`config.mk`:
```
export PLATFORM = sky130hd
export DESIGN_NAME = tmr_shift_monitor
export DESIGN_NICKNAME = d
export VERILOG_FILES = /design/src/rtl/tmr_mon_pkg.sv /design/src/rtl/pattern_src.sv /design/src/rtl/shift_lane.sv /design/src/rtl/maj_voter.sv /design/src/rtl/out_checker.sv /design/src/rtl/tmr_shift_monitor.sv
export SDC_FILE = /design/constraint.sdc
export NUM_CORES = 1
export LEC_CHECK = 0
export BUFFER_PORTS_ARGS = -buffer_cell sky130_fd_sc_hd__buf_2
export CAP_MARGIN = 20
export CORE_UTILIZATION = 57
export CTS_CLUSTER_DIAMETER = 60
export DETAILED_ROUTE_END_ITERATION = 12
export HOLD_SLACK_MARGIN = 0.08
export MAX_ROUTING_LAYER = met4
export PLACE_DENSITY = 0.83
export SLEW_MARGIN = 20
export SYNTH_ARGS = -nofsm -noshare
export SYNTH_HDL_FRONTEND = slang
export SYNTH_SLANG_ARGS = --single-unit
```
`constraint.sdc`:
```
create_clock -name clk -period 2.4 [get_ports clk]
set_input_delay 0.48 -clock clk [delete_from_list [all_inputs] [get_ports clk]]
set_output_delay 0.48 -clock clk [all_outputs]
set_load 0.01 [all_outputs]
```
`src/rtl/tmr_mon_pkg.sv`:
```
`timescale 1ns/1ps
package tmr_mon_pkg;
  localparam int PAT_LEN = 4;
  localparam int PH_W    = $clog2(PAT_LEN);
  // sequence index 0..3 -> 1,1,0,1
  localparam logic [PAT_LEN-1:0] PAT_SEQ = 4'b1011;

  typedef logic [PH_W-1:0] phase_t;

  function automatic logic maj3(input logic a, input logic b, input logic c);
    return (a & b) | (a & c) | (b & c);
  endfunction

  function automatic logic pat_bit(input phase_t ph);
    return PAT_SEQ[ph];
  endfunction

  // phase of the bit that entered `lag` edges ago
  function automatic phase_t lag_phase(input phase_t ph, input int unsigned lag);
    return phase_t'(ph - phase_t'(lag % PAT_LEN));
  endfunction
endpackage

```
`src/rtl/pattern_src.sv`:
```
`timescale 1ns/1ps
module pattern_src
  import tmr_mon_pkg::*;
(
  input  logic   clk,
  input  logic   rst_n,
  output phase_t phase,
  output logic   src_bit
);
  phase_t ph_q;

  always_ff @(posedge clk) begin
    if (!rst_n) ph_q <= '0;
    else        ph_q <= ph_q + phase_t'(1);
  end

  assign phase   = ph_q;
  assign src_bit = pat_bit(ph_q);
endmodule

```
`src/rtl/shift_lane.sv`:
```
`timescale 1ns/1ps
module shift_lane #(
  parameter int DEPTH = 8,
  localparam int IDX_W = $clog2(DEPTH)
) (
  input  logic             clk,
  input  logic             rst_n,
  input  logic             din,
  input  logic             flip,
  input  logic [IDX_W-1:0] flip_idx,
  output logic             dout
);
  logic [DEPTH-1:0] sr_q;
  logic [DEPTH-1:0] shifted;
  logic [DEPTH-1:0] upset_mask;

  assign shifted    = {sr_q[DEPTH-2:0], din};
  assign upset_mask = flip ? (DEPTH'(1) << flip_idx) : '0;

  always_ff @(posedge clk) begin
    if (!rst_n) sr_q <= '0;
    else        sr_q <= shifted ^ upset_mask;
  end

  assign dout = sr_q[DEPTH-1];
endmodule

```
`src/rtl/maj_voter.sv`:
```
`timescale 1ns/1ps
module maj_voter
  import tmr_mon_pkg::*;
(
  input  logic       tmr_en,
  input  logic [2:0] lane_out,
  output logic       vote
);
  always_comb begin
    if (tmr_en) vote = maj3(lane_out[0], lane_out[1], lane_out[2]);
    else        vote = lane_out[0];
  end
endmodule

```
`src/rtl/out_checker.sv`:
```
`timescale 1ns/1ps
module out_checker
  import tmr_mon_pkg::*;
#(
  parameter int DEPTH = 8,
  parameter int CNT_W = 16,
  localparam int FILL_W = $clog2(DEPTH + 1)
) (
  input  logic             clk,
  input  logic             rst_n,
  input  phase_t           phase,
  input  logic             obs,
  output logic             armed,
  output logic             expect_bit,
  output logic             mismatch,
  output logic             err_pulse,
  output logic [CNT_W-1:0] err_count
);
  localparam logic [FILL_W-1:0] FILL_DONE = FILL_W'(DEPTH);
  localparam logic [CNT_W-1:0]  CNT_MAX   = '1;

  logic [FILL_W-1:0] fill_q;
  logic              pulse_q;
  logic [CNT_W-1:0]  cnt_q;

  assign armed      = (fill_q == FILL_DONE);
  assign expect_bit = pat_bit(lag_phase(phase, DEPTH));
  assign mismatch   = armed && (obs != expect_bit);

  always_ff @(posedge clk) begin
    if (!rst_n) begin
      fill_q  <= '0;
      pulse_q <= 1'b0;
      cnt_q   <= '0;
    end else begin
      if (!armed) fill_q <= fill_q + FILL_W'(1);
      pulse_q <= mismatch;
      if (mismatch && cnt_q != CNT_MAX) cnt_q <= cnt_q + CNT_W'(1);
    end
  end

  assign err_pulse = pulse_q;
  assign err_count = cnt_q;
endmodule

```
`src/rtl/tmr_shift_monitor.sv`:
```
`timescale 1ns/1ps
module tmr_shift_monitor
  import tmr_mon_pkg::*;
#(
  parameter int DEPTH = 8,
  parameter int CNT_W = 16,
  localparam int IDX_W = $clog2(DEPTH)
) (
  input  logic             clk,
  input  logic             rst_n,
  input  logic             tmr_en,
  input  logic [2:0]       flip_req,
  input  logic [IDX_W-1:0] flip_stage,
  output logic             vote_out,
  output logic             err_pulse,
  output logic [CNT_W-1:0] err_count
);
  phase_t     src_phase;
  logic       src_bit;
  logic [2:0] lane_out;
  logic       chk_armed;
  logic       chk_expect;
  logic       chk_mismatch;

  pattern_src u_src (
    .clk(clk), .rst_n(rst_n), .phase(src_phase), .src_bit(src_bit)
  );

  for (genvar g = 0; g < 3; g++) begin : g_lane
    shift_lane #(.DEPTH(DEPTH)) u_lane (
      .clk(clk), .rst_n(rst_n), .din(src_bit),
      .flip(flip_req[g]), .flip_idx(flip_stage), .dout(lane_out[g])
    );
  end

  maj_voter u_vote (
    .tmr_en(tmr_en), .lane_out(lane_out), .vote(vote_out)
  );

  out_checker #(.DEPTH(DEPTH), .CNT_W(CNT_W)) u_chk (
    .clk(clk), .rst_n(rst_n), .phase(src_phase), .obs(vote_out),
    .armed(chk_armed), .expect_bit(chk_expect), .mismatch(chk_mismatch),
    .err_pulse(err_pulse), .err_count(err_count)
  );
endmodule

```
==> summary.md <==
| Metric | Value |
|---|---|
| Clock transition at the registers of the reported paths | `80 ps` |
| GP Congestion | `0.840` |
| Worst Hold Endpoint | `u_src.phase[0]` |
| Maximum vdd drop | `393 µV` |
| Mapped Cells | `255` |
| Worst path arrival time | `2250 ps` |
| Post-synth EDFFs | `0` |
| CTS root buffer | `clkbuf_8` |
| Post-CTS setup buffer count | `0` |
| Metal3 WL | `169 µm` |
| Mapped Area | `2190 µm²` |
| Sequential-to-total area share from yosys stat | `0.430` |
| DIE AREA | `4090 µm²` |
| Vias in the first global route | `1,728` |
| Clk sink count | `47` |
| IO buf count | `26` |
| Yosys reg bits | `47` |
| CTS H-Tree Depth | `2` |
| Die H | `64.0 µm` |
| CTS resizes | `0` |
| Setup Skew | `4.45 ps` |
| TritonCTS clock tree | `done` |
| Metal2 WL | `2210 µm` |
| Share of the clock period used by the worst path | `0.847` |
| DR pass1 iterations | `5` |
| Antenna-violating nets left | `0` |
| Post-layout min period | `2030 ps` |
| Mux cell area share after synthesis | `0.0234` |
| Top post-synthesis cells by area | `dfxtp_1 (43%), xor2_1 (5.2%), a21oi_1 (4.6%)` |
| Tightest Hold Check Type | `reg -> reg` |
| Vias after detailed routing | `1,918` |
| Largest family of logic cells by synthesized area | `simple AND/OR/NAND/NOR gates` |
| Mapped Nets | `268` |
| Slew @ Worst Pin | `731 ps` |
| Mapped Avg Cell Area | `8.59 µm²` |
| Leak pwr | `0.969 nW` |
| Wire length per cell | `13.6 µm` |
| Remaining Overflow, GRT | `0` |
| Clock Path Buffers | `2` |
| WHS Path Cells | `1` |
| Post-Route WL | `4470 µm` |
| Simple-gate area share of the yosys netlist | `0.277` |
| Crit. End Element | `flop` |
| Post-synthesis adder-cell area fraction | `0.0229` |
| Final std cells w/o fill | `329` |
| DP HPWL | `3070 µm` |
| Post-synth cell types | `39` |
| Fmax | `0.492 GHz` |
| Layout overhead on the synthesized area | `12.2%` |
| Top sig layer | `met4` |
| Ys Warns | `0` |
| Register area | `941 µm²` |
| Initial detailed-routing violation count | `169` |
| Max Cap Viol | `0` |
| Overall Global Routing Usage | `0.244` |
| FF-to-FF Start | `u_chk.fill_q[0]` |
| DRC errors left | `0` |
| Ports | `27` |
| Min-delay src | `u_src.phase[0]` |
| First-pass GRT wire length | `7520 µm` |
| Worst-skew pair later-pin latency | `300 ps` |
| Final Hold Fails | `0` |
| Pre-CTS setup slack | `242 ps` |
| Cell taking the most area after synthesis | `dfxtp_1` |
| Primary FF master, synth | `dfxtp_1` |
| Post-synth top area share | `0.430` |
| M1 WL | `2000 µm` |
| Max-slew violations | `0` |
| Row count | `22` |
| Die Width | `64.0 µm` |
| Nets | `293` |
| Core Box Area | `3660 µm²` |
| Status | `completed` |
| Tot Pwr | `1.46 mW` |
| Synth Area in Compound Gates | `0.142` |
| Ant. Diodes | `0` |
| Share of layout cells above drive strength 1 | `0.160` |
| Initial antenna violation count | `0` |
| Total CTS buffers | `5` |
| # fillers | `305` |
| Post-synth ARST share | `0` |
| CP Launch Point | `u_chk.fill_q[0]` |
| Xor and xnor area share after synthesis | `0.0600` |
| Area of the multi-input gates | `1150 µm²` |
| R2R depth | `8` |
| Via density | `5.83` |
| Crit path kind | `reg -> reg` |
| Pin count of the biggest net entering global routing | `25` |
| Setup slack after layout | `367 ps` |
| Startpoint Class | `flop` |
| CP Max Fanout | `22` |
| Accumulated negative setup slack | `0 ps` |
| Critical path required time | `2620 ps` |
| RSZ-0062 raised after global routing | `no` |
| Placed cells | `321` |
| Slew margin rel. | `0.512` |
| RR Endpoint | `u_chk.err_count[2]` |
| Hold buffers post-CTS | `0` |
| FF-to-FF setup slack | `370 ps` |
| Final setup violation count | `0` |
| Initial Util | `0.598` |
| P per Cell Area | `593 nW/µm²` |
layout make-up:
type / instances / share of cell area
multi-input combinational: 185 / 0.470
sequential: 47 / 0.383
clock buffer: 8 / 0.0407
tap: 48 / 0.0244
timing repair buffer: 30 / 0.0652
inverter: 11 / 0.0168
critical path: stages (launching register included):
cell	delay [ps]
dfxtp_1	360
inv_1	70
ha_1	220
nand3b_4	110
nor2_1	200
mux2i_2	110
buf_4	210
or4_1	500
a21oi_1	170
cells in the mapped netlist (all sizes together), types with 2 or more instances:
cell type and instances:
nand2b 8, ha 4, nor3 7, o41ai 2, clkbuf 8, nor4 3, nand4 5, nand2 16
buf 4, xnor2 2, inv 11, a21oi 20, nor2b 2, nor2 23, mux2i 4, o31ai 6
or3 12, o311ai 2, o211ai 2, or4 4, nand3 17, xor2 13, o21ai 15, dfxtp 47
nand3b 2, and3 7
cells by family after synthesis:
| family | Yosys count |
|---|---|
| DFF | 47 |
| and+or+nand+nor | 109 |
| buffers and inverters | 23 |
| xor gates and xnor gates | 15 |
| muxes | 5 |
| adders and majority gates | 4 |
| AOI/OAI and AO/OA | 52 |
power by group:
| group | total [mW] | switching (mW) | internal, mW |
|---|---|---|---|
| clock | 0.519 | 0.256 | 0.263 |
| sequential | 0.826 | 0.0156 | 0.810 |
| combinational | 0.113 | 0.0686 | 0.0443 |
flip-flops by register name, summed over array words and instances (netlist names):
signal              count
u_chk.err_pulse         1
g_lane.u_lane.sr_q     24
u_src.phase             2
u_chk.fill_q            4
u_chk.err_count        16
worst max path at each step:
stage | endpoint | slack, ps | cells after the start
finish | u_chk.err_count[2] | 370 | 8
global route | u_chk.err_count[3] | 250 | 8
CTS | u_chk.err_count[2] | 380 | 8
detailed placement | u_chk.err_count[2] | 240 | 7
global placement | u_chk.err_count[3] | 310 | 7
floorplan | u_chk.err_count[3] | 510 | 6
routing by layer:
layer  vias to the layer above  GRT usage
li1                        955          -
met1                       908      0.283
met2                        45      0.400
met3                        10     0.0518
met4                         0      0.119
met5                         -          -
cell usage in the layout (no fill, tap or decap), types with 2 or more instances in the layout:
cell,n
a21oi_1,20
and3_1,7
buf_2,26
buf_4,4
clkbuf_8,7
dfxtp_1,47
ha_1,4
inv_1,11
mux2i_1,3
nand2_1,16
nand2b_1,8
nand3_1,17
nand4_1,4
nor2_1,22
nor2b_1,2
nor3_1,7
nor4_1,3
o211ai_1,2
o21ai_0,15
o311ai_0,2
o31ai_1,6
o41ai_1,2
or3_1,12
or4_1,4
xnor2_1,2
xor2_1,13
metrics by stage:
step	area, µm²	hold slack, ps	util
final	2460	419	0.671
after global routing	2460	437	0.671
after CTS	2460	427	0.671
after detailed placement	2360	415	0.644
after global placement	2360	397	0.644
after floorplan	2190	386	-
No activity file was read; power rests on OpenSTA's default activity.
